$ cat src/rtl/conv_seq_pkg.sv
package conv_seq_pkg;

  typedef enum logic [1:0] {
    MODE_CONT   = 2'b00,
    MODE_SINGLE = 2'b01,
    MODE_IDLE   = 2'b10,
    MODE_PDOWN  = 2'b11
  } seq_mode_e;

  typedef enum logic [1:0] {
    ST_IDLE,
    ST_RUN,
    ST_NEXT,
    ST_HOLD
  } seq_state_e;

endpackage

$ cat src/rtl/conv_seq_chsel.sv
module conv_seq_chsel #(
  parameter int NUM_CH = 4,
  parameter int CH_W   = 2
) (
  input  logic              clk,
  input  logic              rst_n,
  input  logic [NUM_CH-1:0] ch_enable,
  input  logic [CH_W-1:0]   cur_ch,
  output logic [CH_W-1:0]   first_ch,
  output logic [CH_W-1:0]   next_ch,
  output logic              any_en
);

  localparam int SUM_W = CH_W + 1;

  logic [CH_W-1:0]   cand [NUM_CH];
  logic [NUM_CH-1:0] hit;

  // candidate g is the channel g+1 positions after the current one, wrapped
  for (genvar g = 0; g < NUM_CH; g++) begin : g_cand
    logic [SUM_W-1:0] sum;
    assign sum     = {1'b0, cur_ch} + SUM_W'(g + 1);
    assign cand[g] = (sum >= SUM_W'(NUM_CH)) ? CH_W'(sum - SUM_W'(NUM_CH)) : CH_W'(sum);
    assign hit[g]  = ch_enable[cand[g]];
  end

  assign any_en = |ch_enable;

  always_comb begin
    first_ch = '0;
    for (int i = NUM_CH - 1; i >= 0; i--) begin
      if (ch_enable[i]) first_ch = CH_W'(i);
    end
  end

  // nearest enabled candidate wins; the last one is the current channel itself
  always_comb begin
    next_ch = cur_ch;
    for (int g = NUM_CH - 1; g >= 0; g--) begin
      if (hit[g]) next_ch = cand[g];
    end
  end

  p_next_is_enabled_r2: assert property (@(posedge clk) disable iff (!rst_n)
    any_en |-> ch_enable[next_ch] && ch_enable[first_ch]);

endmodule

$ cat src/rtl/conv_seq_timer.sv
module conv_seq_timer #(
  parameter int FS_W       = 10,
  parameter int CLK_PER_FS = 3072
) (
  input  logic            clk,
  input  logic            rst_n,
  input  logic            load_i,
  input  logic            full_i,
  input  logic [FS_W-1:0] fs_i,
  input  logic            active_i,
  input  logic            tick_i,
  output logic            done_o
);

  localparam int MAX_T = 3 * CLK_PER_FS * ((1 << FS_W) - 1);
  localparam int CNT_W = $clog2(MAX_T + 1);

  logic [FS_W-1:0]  fs_eff;
  logic [CNT_W-1:0] period;
  logic [CNT_W-1:0] target;
  logic [CNT_W-1:0] cnt_q, cnt_d;
  logic             cnt_en;

  assign fs_eff = (fs_i == '0) ? FS_W'(1) : fs_i;
  assign period = CNT_W'(fs_eff) * CNT_W'(CLK_PER_FS);
  assign target = full_i ? (period + (period << 1)) : period;

  assign done_o = active_i && tick_i && (cnt_q == CNT_W'(1));
  assign cnt_en = load_i || (active_i && tick_i && (cnt_q != '0));

  always_comb begin
    cnt_d = cnt_q;
    if (load_i)      cnt_d = target;
    else if (cnt_en) cnt_d = cnt_q - CNT_W'(1);
  end

  always_ff @(posedge clk or negedge rst_n) begin
    if (!rst_n)      cnt_q <= '0;
    else if (cnt_en) cnt_q <= cnt_d;
  end

  p_load_nonzero_r11: assert property (@(posedge clk) disable iff (!rst_n)
    load_i |=> cnt_q != '0);

  p_idle_without_tick_r12: assert property (@(posedge clk) disable iff (!rst_n)
    (!tick_i && !load_i) |=> $stable(cnt_q));

endmodule

$ cat src/rtl/conv_sequencer.sv
module conv_sequencer
  import conv_seq_pkg::*;
#(
  parameter  int NUM_CH     = 4,
  parameter  int FS_W       = 10,
  parameter  int CLK_PER_FS = 3072,
  localparam int CH_W       = (NUM_CH > 1) ? $clog2(NUM_CH) : 1
) (
  input  logic              clk,
  input  logic              rst_n,
  input  logic              mclk_tick,
  input  logic [NUM_CH-1:0] ch_enable,
  input  logic [FS_W-1:0]   filter_word,
  input  logic              zero_latency,
  input  logic [1:0]        op_mode,
  output logic              conv_start,
  output logic [CH_W-1:0]   start_ch,
  output logic              filter_rst,
  output logic              rdy_n,
  output logic              result_valid,
  output logic [CH_W-1:0]   result_ch
);

  // reset: asserted asynchronously, released through two flops
  logic [1:0] rst_pipe;
  logic       rst_s_n;

  always_ff @(posedge clk or negedge rst_n) begin
    if (!rst_n) rst_pipe <= '0;
    else        rst_pipe <= {rst_pipe[0], 1'b1};
  end
  assign rst_s_n = rst_pipe[1];

  seq_mode_e  mode_in, mode_q;
  seq_state_e state_q, state_d;
  logic [CH_W-1:0] cur_q, cur_d;
  logic [CH_W-1:0] start_ch_d, result_ch_d;
  logic            start_d, frst_d, rdy_d, rv_d;
  logic            mode_chg, run_ok;
  logic            t_load, t_full, t_done;
  logic [CH_W-1:0] first_ch, next_ch;
  logic            any_en;

  assign mode_in  = seq_mode_e'(op_mode);
  assign mode_chg = (mode_in != mode_q);
  assign run_ok   = ((mode_in == MODE_CONT) || (mode_in == MODE_SINGLE)) && any_en;

  conv_seq_chsel #(.NUM_CH(NUM_CH), .CH_W(CH_W)) u_chsel (
    .clk      (clk),
    .rst_n    (rst_s_n),
    .ch_enable(ch_enable),
    .cur_ch   (cur_q),
    .first_ch (first_ch),
    .next_ch  (next_ch),
    .any_en   (any_en)
  );

  conv_seq_timer #(.FS_W(FS_W), .CLK_PER_FS(CLK_PER_FS)) u_timer (
    .clk     (clk),
    .rst_n   (rst_s_n),
    .load_i  (t_load),
    .full_i  (t_full),
    .fs_i    (filter_word),
    .active_i(state_q == ST_RUN),
    .tick_i  (mclk_tick),
    .done_o  (t_done)
  );

  // next-state logic
  always_comb begin
    state_d     = state_q;
    cur_d       = cur_q;
    start_d     = 1'b0;
    start_ch_d  = start_ch;
    rdy_d       = rdy_n;
    rv_d        = 1'b0;
    result_ch_d = result_ch;
    t_load      = 1'b0;
    t_full      = 1'b1;

    if (mode_chg) begin
      state_d = ST_IDLE;
    end else begin
      case (state_q)
        ST_IDLE: begin
          if (run_ok) begin
            start_d    = 1'b1;
            start_ch_d = first_ch;
            cur_d      = first_ch;
            t_load     = 1'b1;
            rdy_d      = 1'b1;
            state_d    = ST_RUN;
          end
        end
        ST_RUN: begin
          if (t_done) begin
            rv_d        = 1'b1;
            result_ch_d = cur_q;
            rdy_d       = 1'b0;
            state_d     = (mode_in == MODE_SINGLE) ? ST_HOLD : ST_NEXT;
          end
        end
        ST_NEXT: begin
          if (!any_en) begin
            state_d = ST_IDLE;
          end else begin
            t_full     = (next_ch != cur_q) || zero_latency;
            start_d    = 1'b1;
            start_ch_d = next_ch;
            cur_d      = next_ch;
            t_load     = 1'b1;
            rdy_d      = 1'b1;
            state_d    = ST_RUN;
          end
        end
        default: state_d = ST_HOLD;
      endcase
    end

    frst_d = (state_d == ST_IDLE) || (state_d == ST_HOLD) || (start_d && t_full);
  end

  // registers
  always_ff @(posedge clk or negedge rst_s_n) begin
    if (!rst_s_n) begin
      state_q      <= ST_IDLE;
      mode_q       <= MODE_CONT;
      cur_q        <= '0;
      conv_start   <= 1'b0;
      start_ch     <= '0;
      filter_rst   <= 1'b1;
      rdy_n        <= 1'b1;
      result_valid <= 1'b0;
      result_ch    <= '0;
    end else begin
      state_q      <= state_d;
      mode_q       <= mode_in;
      cur_q        <= cur_d;
      conv_start   <= start_d;
      start_ch     <= start_ch_d;
      filter_rst   <= frst_d;
      rdy_n        <= rdy_d;
      result_valid <= rv_d;
      result_ch    <= result_ch_d;
    end
  end

  p_start_result_apart_r6: assert property (@(posedge clk) disable iff (!rst_s_n)
    !(conv_start && result_valid));

  p_rdy_low_with_result_r6: assert property (@(posedge clk) disable iff (!rst_s_n)
    result_valid |-> !rdy_n);

  p_quiet_modes_r8: assert property (@(posedge clk) disable iff (!rst_s_n)
    ((op_mode == 2'b10) || (op_mode == 2'b11)) |=> !conv_start);

  p_single_parks_r9: assert property (@(posedge clk) disable iff (!rst_s_n)
    (result_valid && (op_mode == 2'b01)) |=> !conv_start);

  p_empty_mask_no_start_r10: assert property (@(posedge clk) disable iff (!rst_s_n)
    (ch_enable == '0) |=> !conv_start);

endmodule

$ cat config.mk
export PLATFORM = sky130hd
export DESIGN_NAME = conv_sequencer
export DESIGN_NICKNAME = d
export VERILOG_FILES = /design/src/rtl/conv_seq_pkg.sv /design/src/rtl/conv_seq_chsel.sv /design/src/rtl/conv_seq_timer.sv /design/src/rtl/conv_sequencer.sv
export SDC_FILE = /design/constraint.sdc
export NUM_CORES = 1
export LEC_CHECK = 0
export ABC_CLOCK_PERIOD_IN_PS = 2800
export BUFFER_PORTS_ARGS = -buffer_cell sky130_fd_sc_hd__buf_2
export CORE_ASPECT_RATIO = 1.2
export CORE_UTILIZATION = 41
export DETAILED_ROUTE_END_ITERATION = 6
export SLEW_MARGIN = 20
export SYNTH_ARGS = -nofsm -noshare
export SYNTH_HDL_FRONTEND = slang
export SYNTH_SLANG_ARGS = --single-unit
export TNS_END_PERCENT = 30
$ cat constraint.sdc
create_clock -name clk -period 2.8 [get_ports clk]
set_input_delay 0.28 -clock clk [delete_from_list [all_inputs] [get_ports clk]]
set_output_delay 0.28 -clock clk [all_outputs]
set_load 0.03 [all_outputs]
==> reports/results.ini, run 1 <==
[status]
outcome=finished, violations left
violations=setup timing

[sta]
rsz0062_at_grt=true
whs_ns=0.125
finalHoldViolCount=0
finalSetupViolations=9
fin_skew_ns=0.00608
finalMaxSlewViolations=0
fin_crit_sh=1.19
maxSlewHeadroom=0.601
min_period_ns=3.33
tightest_slew_ns=0.596
setup_slack_ns=-0.534
fmax_mhz=300

[cts]
cts_made_buffers=5
cts_tree=built
cts.clk_slew.worst_paths_ns=0.08
clock_path_buffers=2
numClockSinks=38
clock_latency_ns=0.29
cts_root_buffer=clkbuf_8
cts.htree.levels=2

[global_routing]
use_met2=0.421
grt_max_degree=37
grtUsageMet1=0.243
met3_usage=0.0194
grt_pass1_vias=3335
grt_first_pass_wirelength_mm=15.2
grt_antenna_before_repair=0
gr-max-usage-layer=met2
grt_remaining_overflow=0
gr-usage-all-layers=0.215

[synthesis]
avgSynthCellArea_um2=8.42
synth_nets=457
netlist_instances=408
ys_dominant_reg_cell=dfrtp_1
synth_area_um2=3440
yosysSeqAreaShare=0.277
synth-edff-count=0
synth_seq_cells=38
yosysWarningCount=0
async_reset_ff_frac=1.00
synth_cell_types=77

[placement]
dp_hpwl_mm=6.75
dp_worst_setup_slack_ns=-1.09
gp_congestion=0.866
port_buffers=27

[worst_setup_path]
reg2reg_to=u_timer.cnt_q[15]
required_ns=3.01
worst_setup_path_end_kind=register
path_cells=buf_8, inv_6, ha_4, nand4_1, nor3_4, buf_4, nor2_1, ha_1, buf_4, a21oi_1, nand2_1, xor2_1, ha_1, a21oi_2, and2_1, o21ai_1, buf_4, o41ai_2, xnor2_1, o31ai_1
crit_type=in2reg
crit_path_top_delay_cell=ha_1
worstReg2RegStart=u_timer.cnt_q[19]
cp_max_fo=5
rrSetupSlack_ns=0.34
cp_common_cell=buf_4
ff2ff_path_depth=6
critPathMaxStageDelay_ns=0.35
worstPathArrival_ns=3.54
startpoint_type=input port

[routing]
dr.pass1.iters=4
ant_nets=0
drt-total-wl_mm=9.03
first_iter_violations=198
routedWlPerCell_um=15.0
vias=3393
drc=0
vias_per_cell=5.64

[hold_path]
hold_path.class=in2reg
min_to=mode_q[0]
holdPathStages=1
hold_path_startpoint=op_mode[0]

[pwr]
internal_power_mw=1.77
p_switching_mw=1.23
p_leak_nw=2.15
swShare=0.410
clock_power_share=0.132
pwr-share-seq=0.289
power_mw=3.00
power_density_nw_per_um2=632
p_comb_frac=0.579
peakVddDrop_mv=0.218

[cells_and_area]
area_delta_synth_final_pct=38.2
nets=555
diodes=0
utilization=0.586
drive_gt1_frac=0.375

[floorplan]
die_h_um=102
core_area_um2=8110
die-area_um2=8750
start_util=0.424
ios=28
die_w_um=85.6
row_count=36

[run]
drv_cap=0

-- cell families after synthesis --
group / share of synthesized area
adders and majority gates: 0.108
DFF: 0.277
xor gates and xnor gates: 0.0561
AOI/OAI and AO/OA: 0.219
buffers and inverters: 0.0645
other: 0.00109
muxes: 0.0248
and+or+nand+nor: 0.249
-- cell usage in the layout (no fill, tap or decap), types with 4 or more instances in the layout --
master and instances:
nand2_1 24, inv_6 4, clkbuf_8 6, dfrtp_1 36, nor4_1 5, o21ai_0 11, and2_1 4, ha_4 10
nor3_1 9, buf_4 84, nand3_1 9, a21o_1 7, o21a_1 4, ha_1 17, o21ai_1 5, buf_2 19
nand2b_1 5, a211oi_1 4, inv_1 20, nand4_1 15, a31oi_1 6, buf_6 6, o211ai_1 4, xor2_1 13
mux2i_1 4, xnor2_1 5, a21oi_1 18, mux2_2 4, or3_1 5, nor2_1 36
-- layer usage --
layer  part of all wire  wire length, um  vias to the layer above
met4              0.027              243                        0
met2               0.54             4870                       58
met1               0.41             3750                     1617
li1                   -                -                     1699
met5                  0                0                        -
met3              0.019              168                       19
-- through the flow --
step	cells	setup TNS (ns)	cell area, um^2
3_5_place_dp	579	-8.89	4300
4_1_cts	595	-3.04	4600
2_1_floorplan	408	-3.82	3630
6_report	602	-3.32	4750
3_3_place_gp	579	-7.99	4300
5_1_grt	602	-5.11	4750
-- worst max-delay path, delay by kind of cell --
kind	cells	cell delay, ns
buf+inv	5	0.64
compound gates	5	0.89
xor+xnor	2	0.28
simple gates	5	0.63
fa+ha+maj	3	0.81
-- final cells by class --
cell class                      instances  area [um^2]
Clock buffer                            7         86.3
Clock inverter                          1         5.00
Fill cell                             724         3360
Inverter                               31          164
Multi-Input combinational cell        319         2600
Sequential cell                        38          953
Tap cell                               95          119
Timing Repair Buffer                  111          818
-- sequential cells by signal, indices dropped and copies added, names as in the netlist --
| register | count |
|---|---|
| u_timer.cnt_q | 24 |
| cur_q | 2 |
| mode_q | 2 |
| result_ch | 2 |
| rst_pipe | 2 |
| state_q | 2 |
| conv_start | 1 |
| filter_rst | 1 |
| rdy_n | 1 |
| result_valid | 1 |
-- power groups by stage --
stage,combinational (mW),clock [mW],sequential (mW)
2_1_floorplan,1.03,0,0.846
4_1_cts,1.60,0.408,0.864
6_report,1.74,0.397,0.867
5_1_grt,1.90,0.429,0.894
3_3_place_gp,1.46,0,0.865
3_5_place_dp,1.49,0,0.872
-- repair_timing --
action                                  CTS  global route
gates resized for setup                  35            16
setup buffers                             7             7
pin swaps                                21             4
gates cloned                              0             0
endpoints found under the setup margin   10            10
hold buffers                              1             0
endpoints found under the hold margin     2             0
-- Yosys cell counts, drive strengths merged (3+ instances only) --
library cell | instances | area [um^2]
nor2 | 38 | 145
dfrtp | 36 | 901
inv | 31 | 119
ha | 28 | 350
nand2 | 25 | 93.8
a21oi | 21 | 105
o21ai | 17 | 85.1
nand4 | 16 | 115
xor2 | 14 | 123
buf | 12 | 71.3
nand3 | 12 | 60.1
nor3 | 12 | 71.3
clkbuf | 8 | 31.3
or3 | 8 | 55.1
xnor2 | 8 | 70.1
a21o | 7 | 52.6
a31oi | 7 | 43.8
a211oi | 6 | 50.1
and2 | 6 | 40.0
nor4 | 6 | 43.8
nand2b | 5 | 31.3
o211ai | 5 | 42.5
mux2 | 4 | 45.0
mux2i | 4 | 40.0
nor2b | 4 | 25.0
o21a | 4 | 30.0
o22a | 4 | 35.0
and3 | 3 | 18.8
nand3b | 3 | 22.5
nand4b | 3 | 26.3
o32ai | 3 | 26.3
or2 | 3 | 18.8
-- worst max-delay path by stage --
| stage | startpoint | end | slack (ns) |
|---|---|---|---|
| detailed placement | filter_word[2] | u_timer.cnt_q[23] | -1.09 |
| finish | filter_word[8] | u_timer.cnt_q[22] | -0.53 |
| floorplan | filter_word[2] | u_timer.cnt_q[20] | -0.56 |
| CTS | filter_word[8] | u_timer.cnt_q[22] | -0.53 |
| global placement | filter_word[2] | u_timer.cnt_q[22] | -0.97 |
| global route | filter_word[8] | u_timer.cnt_q[22] | -0.72 |
(Power assumes the default switching activity.)
==> run 2, diff against run 1 <==
--- a/config.mk
+++ b/config.mk
@@ -8,8 +8,10 @@
 export ABC_CLOCK_PERIOD_IN_PS = 2800
 export BUFFER_PORTS_ARGS = -buffer_cell sky130_fd_sc_hd__buf_2
 export CORE_ASPECT_RATIO = 1.2
+export CORE_MARGIN = 3
 export CORE_UTILIZATION = 41
 export DETAILED_ROUTE_END_ITERATION = 6
+export SKIP_CTS_REPAIR_TIMING = 1
 export SLEW_MARGIN = 20
 export SYNTH_ARGS = -nofsm -noshare
 export SYNTH_HDL_FRONTEND = slang
==> run 2 against run 1 <==
The flow still finishes with violations (setup timing); via count shrank 1.3%; combinational power shrank 9%; wire length shrank 4.9%; worst setup slack lost 0.16 ns; global-route usage shrank 2.7 points; largest power group unchanged; cell area shrank 2.4%; critical path type unchanged; clock skew is essentially flat; worst hold slack gained 0.0041 ns; register-to-register slack gained 0.07 ns.
==> reports/results.ini, run 2 (synthesis results as in run 1) <==
[cells_and_area]
utilization=0.585  ; -0.000956
final_common_cell=buf_4
diodes=0  ; unchanged
nets=545  ; -1.8%
area_delta_synth_final_pct=34.9
final_area_um2=4640  ; -2.4%
largest_reg_flops=24  ; unchanged
drive_gt1_frac=0.348  ; -0.0267
regMostFlops=u_timer.cnt_q
layout_common_cells=buf_4, dfrtp_1, nor2_1, nand2_1, inv_1

[worst_setup_path]
cp_max_fo=5  ; unchanged
worst_setup_path_end_kind=register
worstPathArrival_ns=3.70  ; +0.16 ns
critPathLaunch=filter_word[9]
crit_type=in2reg
rrSetupSlack_ns=0.41  ; +0.07 ns
crit_path_end=u_timer.cnt_q[22]
required_ns=3.01  ; about the same
ff2ff_path_depth=6  ; unchanged
startpoint_type=input port
reg2reg_to=result_ch[1]
worstReg2RegStart=u_timer.cnt_q[10]

[sta]
tightest_slew_ns=0.614  ; +0.0180 ns
setup_slack_ns=-0.691  ; -0.157 ns
finalSetupViolations=10  ; +1
finalHoldViolCount=0  ; unchanged
finalMaxSlewViolations=0  ; unchanged
rsz0062_at_grt=true
min_period_ns=3.49  ; +0.157 ns
maxSlewHeadroom=0.589  ; -0.0126
fin_crit_sh=1.25  ; +0.0559
fmax_mhz=286  ; -4.5%
fin_skew_ns=0.00563  ; -0.000451 ns

[placement]
dp_worst_setup_slack_ns=-1.03  ; +0.0619 ns
place_area_um2=4290  ; -0.41%
dp_hpwl_mm=6.69  ; -0.92%
port_buffers=27  ; unchanged
gp_congestion=0.844  ; -2.6%

[status]
violations=setup timing
outcome=finished, violations left

[pwr]
pwr-share-seq=0.304  ; +0.015
p_leak_nw=2.08  ; -3.2%
clock_power_share=0.138  ; +0.006
internal_power_mw=1.68  ; -4.8%
swShare=0.408  ; -0.00227
power_density_nw_per_um2=614  ; -2.9%
p_switching_mw=1.16  ; -5.7%
p_comb_frac=0.558  ; -0.021
peakVddDrop_mv=0.284  ; +30%

[floorplan]
start_util=0.433  ; +0.00970
die_h_um=106  ; +3.9%
die_w_um=89.6  ; +4.7%
row_count=35  ; -2.8%
die-area_um2=9520  ; +8.8%
core_area_um2=7930  ; -2.2%
ios=28  ; unchanged

[hold_path]
hold_path.class=in2reg
hold_path_startpoint=op_mode[0]

[cts]
cts.clk_slew.worst_paths_ns=0.08  ; about the same
numClockSinks=38  ; unchanged
cts.htree.levels=2  ; unchanged
cts_made_buffers=5  ; unchanged
clock_path_buffers=2  ; unchanged
clock_latency_ns=0.29  ; about the same
cts_root_buffer=clkbuf_8
cts_tree=built

[global_routing]
grt_antenna_before_repair=0  ; unchanged
grt_pass1_vias=3258  ; -2.3%
grt_remaining_overflow=0  ; unchanged
gr-usage-all-layers=0.188  ; -0.0267
grt_max_degree=37  ; unchanged
grt_first_pass_wirelength_mm=14.5  ; -4.8%

[routing]
routedWlPerCell_um=14.1  ; -5.9%
first_iter_violations=108  ; -45%
dr.pass1.iters=4  ; unchanged
ant_nets=0  ; unchanged
vias=3348  ; -1.3%
vias_per_cell=5.51  ; -2.3%
drt-total-wl_mm=8.59  ; -4.9%
drc=0  ; unchanged

[run]
drv_cap=0  ; unchanged

## run 2: cell count changes in the layout (fill, tap and decap cells not counted), sizes merged
cell and delta:
buf -10, clkinv +3, inv -3
## run 2: how the worst min path moves through the flow
stage,end,slack (ns),cells after the start
floorplan,rst_pipe[0],-0.02,0
global placement,rst_pipe[0],0.07,1
detailed placement,rst_pipe[1],0.07,1
CTS,rst_pipe[1],-0.24,1
global route,mode_q[0],0.13,1
finish,mode_q[0],0.13,1
## run 2: final cells by class
cell class	instances	area (um^2)
Fill cell	705	3290
Inverter	31	164
Clock buffer	7	86.3
Timing Repair Buffer	101	748
Sequential cell	38	953
Clock inverter	1	5.00
Multi-Input combinational cell	319	2540
Tap cell	111	139
## run 2: worst max-delay path: stages
cell and delay (ns):
buf_8 0.10, inv_4 0.05, ha_4 0.13, nand4_1 0.15, nor3_4 0.29, buf_6 0.16
nor2_4 0.03, ha_4 0.14, a21o_1 0.22, a211oi_4 0.28, a21oi_2 0.11, o211a_1 0.23
or3_4 0.41, ha_4 0.29, o21a_1 0.12, o21ai_1 0.07, o21bai_1 0.18, o41ai_2 0.10
xnor2_1 0.14, o31ai_1 0.21
## run 2: through the flow
stage | hold WS [ns] | power (mW) | setup TNS [ns] | cells
2_1_floorplan | -0.0156 | 1.88 | -3.82 | 408
3_3_place_gp | 0.0668 | 2.31 | -7.38 | 590
3_5_place_dp | 0.0711 | 2.35 | -8.57 | 590
4_1_cts | -0.243 | 2.76 | -5.28 | 598
5_1_grt | 0.125 | 3.09 | -6.16 | 608
6_report | 0.129 | 2.84 | -4.11 | 608
## run 2: layer usage
metal,up-vias,part of all wire,GRT usage
li1,1681,-,-
met1,1600,0.42,0.226
met2,53,0.54,0.333
met3,14,0.017,0.0202
met4,0,0.021,0.0691
met5,-,0,0
## run 2: power groups by stage
stage	Combinational, mW	Clock (mW)	Sequential [mW]
floorplan	1.03	0	0.846
global placement	1.44	0	0.864
detailed placement	1.48	0	0.870
CTS	1.49	0.408	0.862
global route	1.76	0.431	0.894
finish	1.59	0.393	0.865
==> run 3, diff against run 2 <==
--- a/config.mk
+++ b/config.mk
@@ -9,8 +9,9 @@
 export BUFFER_PORTS_ARGS = -buffer_cell sky130_fd_sc_hd__buf_2
 export CORE_ASPECT_RATIO = 1.2
 export CORE_MARGIN = 3
-export CORE_UTILIZATION = 41
+export CORE_UTILIZATION = 53
 export DETAILED_ROUTE_END_ITERATION = 6
+export PLACE_DENSITY = 0.72
 export SKIP_CTS_REPAIR_TIMING = 1
 export SLEW_MARGIN = 20
 export SYNTH_ARGS = -nofsm -noshare
==> run 3 against run 2 <==
The run still ends with setup timing left; clock power fell by 8.1%; largest cell class unchanged; wire length rose by 7.7%; sequential cell count did not move; worst setup slack got worse by 0.029 ns; power rose by 1.9%; via count rose by 0.45%; die area fell by 21%; global-route usage rose by 5.0 points; critical path depth fell by 1; cell area fell by 0.43%; sequential share of layout area rose by 0.089 points.
==> reports/results.ini, run 3 (synthesis results as in run 1) <==
[status]
outcome=finished, violations left
violations=setup timing

[sta]
tightest_slew_ns=0.596  ; -0.0181 ns
fin_tns_setup_ns=-4.22  ; -0.110 ns
finalHoldViolCount=0  ; unchanged
fmax_mhz=284  ; -0.83%
maxSlewHeadroom=0.601  ; +0.0121
fin_skew_ns=0.00465  ; -0.000973 ns
setup_slack_ns=-0.720  ; -0.0293 ns
min_period_ns=3.52  ; +0.0293 ns
finalMaxSlewViolations=0  ; unchanged
rsz0062_at_grt=true
fin_crit_sh=1.26  ; +0.0105
whs_ns=0.129  ; +0.00000900 ns
finalSetupViolations=9  ; -1

[cells_and_area]
utilization=0.748  ; +0.164
num-fill-cells=436  ; -38%
area_delta_synth_final_pct=34.3
diodes=0  ; unchanged
nets=539  ; -1.1%
final_common_cell=buf_4
largest_reg_flops=24  ; unchanged
final_area_um2=4620  ; -0.43%
drive_gt1_frac=0.357  ; +0.00905
layout_common_cells=buf_4, nor2_1, dfrtp_1, nand2_1, inv_1
regMostFlops=u_timer.cnt_q
instances_no_fill=572  ; -5.9%

[worst_setup_path]
required_ns=2.96  ; -0.05 ns
worstPathArrival_ns=3.68  ; -0.02 ns
startpoint_type=input port
worst_setup_path_end_kind=register
cp_max_fo=7  ; +2
crit_type=in2reg

[routing]
vias=3363  ; +0.45%
routedWlPerCell_um=16.2  ; +15%
ant_nets=0  ; unchanged
drt-total-wl_mm=9.25  ; +7.7%
dr.pass1.iters=4  ; unchanged
vias_per_cell=5.88  ; +6.8%
first_iter_violations=210  ; +94%
drc=0  ; unchanged

[cts]
clock_path_buffers=2  ; unchanged
cts.htree.levels=2  ; unchanged
cts_tree=built
clock_latency_ns=0.29  ; about the same
cts.clk_slew.worst_paths_ns=0.07  ; about the same
numClockSinks=38  ; unchanged
cts_made_buffers=5  ; unchanged
cts_root_buffer=clkbuf_8

[floorplan]
core_area_um2=6170  ; -22%
die_h_um=94.2  ; -11%
die-area_um2=7490  ; -21%
die_w_um=79.5  ; -11%
ios=28  ; unchanged
row_count=31  ; -11%
start_util=0.557  ; +0.124

[pwr]
power_mw=2.90  ; +1.9%
peakVddDrop_mv=0.306  ; +7.7%
power_density_nw_per_um2=628  ; +2.4%
p_leak_nw=2.05  ; -1.3%

[global_routing]
grt_first_pass_wirelength_mm=14.4  ; -0.48%
grt_pass1_vias=3311  ; +1.6%
gr-usage-all-layers=0.238  ; +0.0499
grt_remaining_overflow=0  ; unchanged
grt_antenna_before_repair=0  ; unchanged
grt_max_degree=37  ; unchanged

[run]
drv_cap=0  ; unchanged

[placement]
port_buffers=27  ; unchanged
dp_worst_setup_slack_ns=-1.06  ; -0.0308 ns
dp_hpwl_mm=6.60  ; -1.3%
placedCellCount=560  ; -5.1%
gp_congestion=0.866  ; +2.6%
place_area_um2=4240  ; -1.0%

[hold_path]
hold_path.class=in2reg

==> run 3: layer usage <==
layer	vias to the layer above	wire [um]	GRT usage
met5	-	0	0
met4	0	179	0.0903
met3	17	278	0.0269
met2	78	5010	0.437
met1	1602	3780	0.278
li1	1666	-	-
==> run 3: final timing paths <==
| path | from | slack (ns) | to | cells past startpoint |
|---|---|---|---|---|
| worst max-delay path | filter_word[3] | -0.72 | u_timer.cnt_q[19] | 19 |
| worst min-delay path | op_mode[0] | 0.13 | mode_q[0] | 1 |
| worst max register to register | u_timer.cnt_q[10] | 0.34 | result_ch[1] | 6 |
| worst min register to register | rst_pipe[1] | 0.28 | u_timer.cnt_q[10] | 1 |
| max in group asynchronous | rst_pipe[1] | 2.17 | rdy_n | 1 |
| min in group asynchronous | rst_pipe[1] | 0.28 | u_timer.cnt_q[10] | 1 |
==> run 3: power breakdown <==
part           internal, mW  switching (mW)
combinational         0.818           0.859
sequential            0.695           0.166
clock                 0.167           0.193
total                  1.68            1.22
==> run 3: area by class of cell <==
type | instances | area, um^2 | share of cell area
clock buffers | 5 | 68.8 | 0.0149
well taps | 82 | 103 | 0.0222
multi-input cells | 319 | 2620 | 0.567
repair buffers | 95 | 702 | 0.152
clock inverters | 2 | 10.0 | 0.00217
flip-flops and latches | 38 | 953 | 0.207
inverters | 31 | 164 | 0.0355
==> run 3: critical path, stage by stage <==
cell	delay (ns)
buf_4	0.12
clkinv_4	0.04
ha_4	0.11
nand4_1	0.13
nor3_4	0.27
nor2_2	0.09
inv_2	0.08
fa_2	0.20
nor2b_2	0.07
o21a_1	0.19
or3_1	0.34
and2_4	0.20
ha_4	0.28
nand3_2	0.08
o22a_1	0.22
o211ai_1	0.47
nor4b_4	0.10
o31ai_2	0.30
a22oi_2	0.10
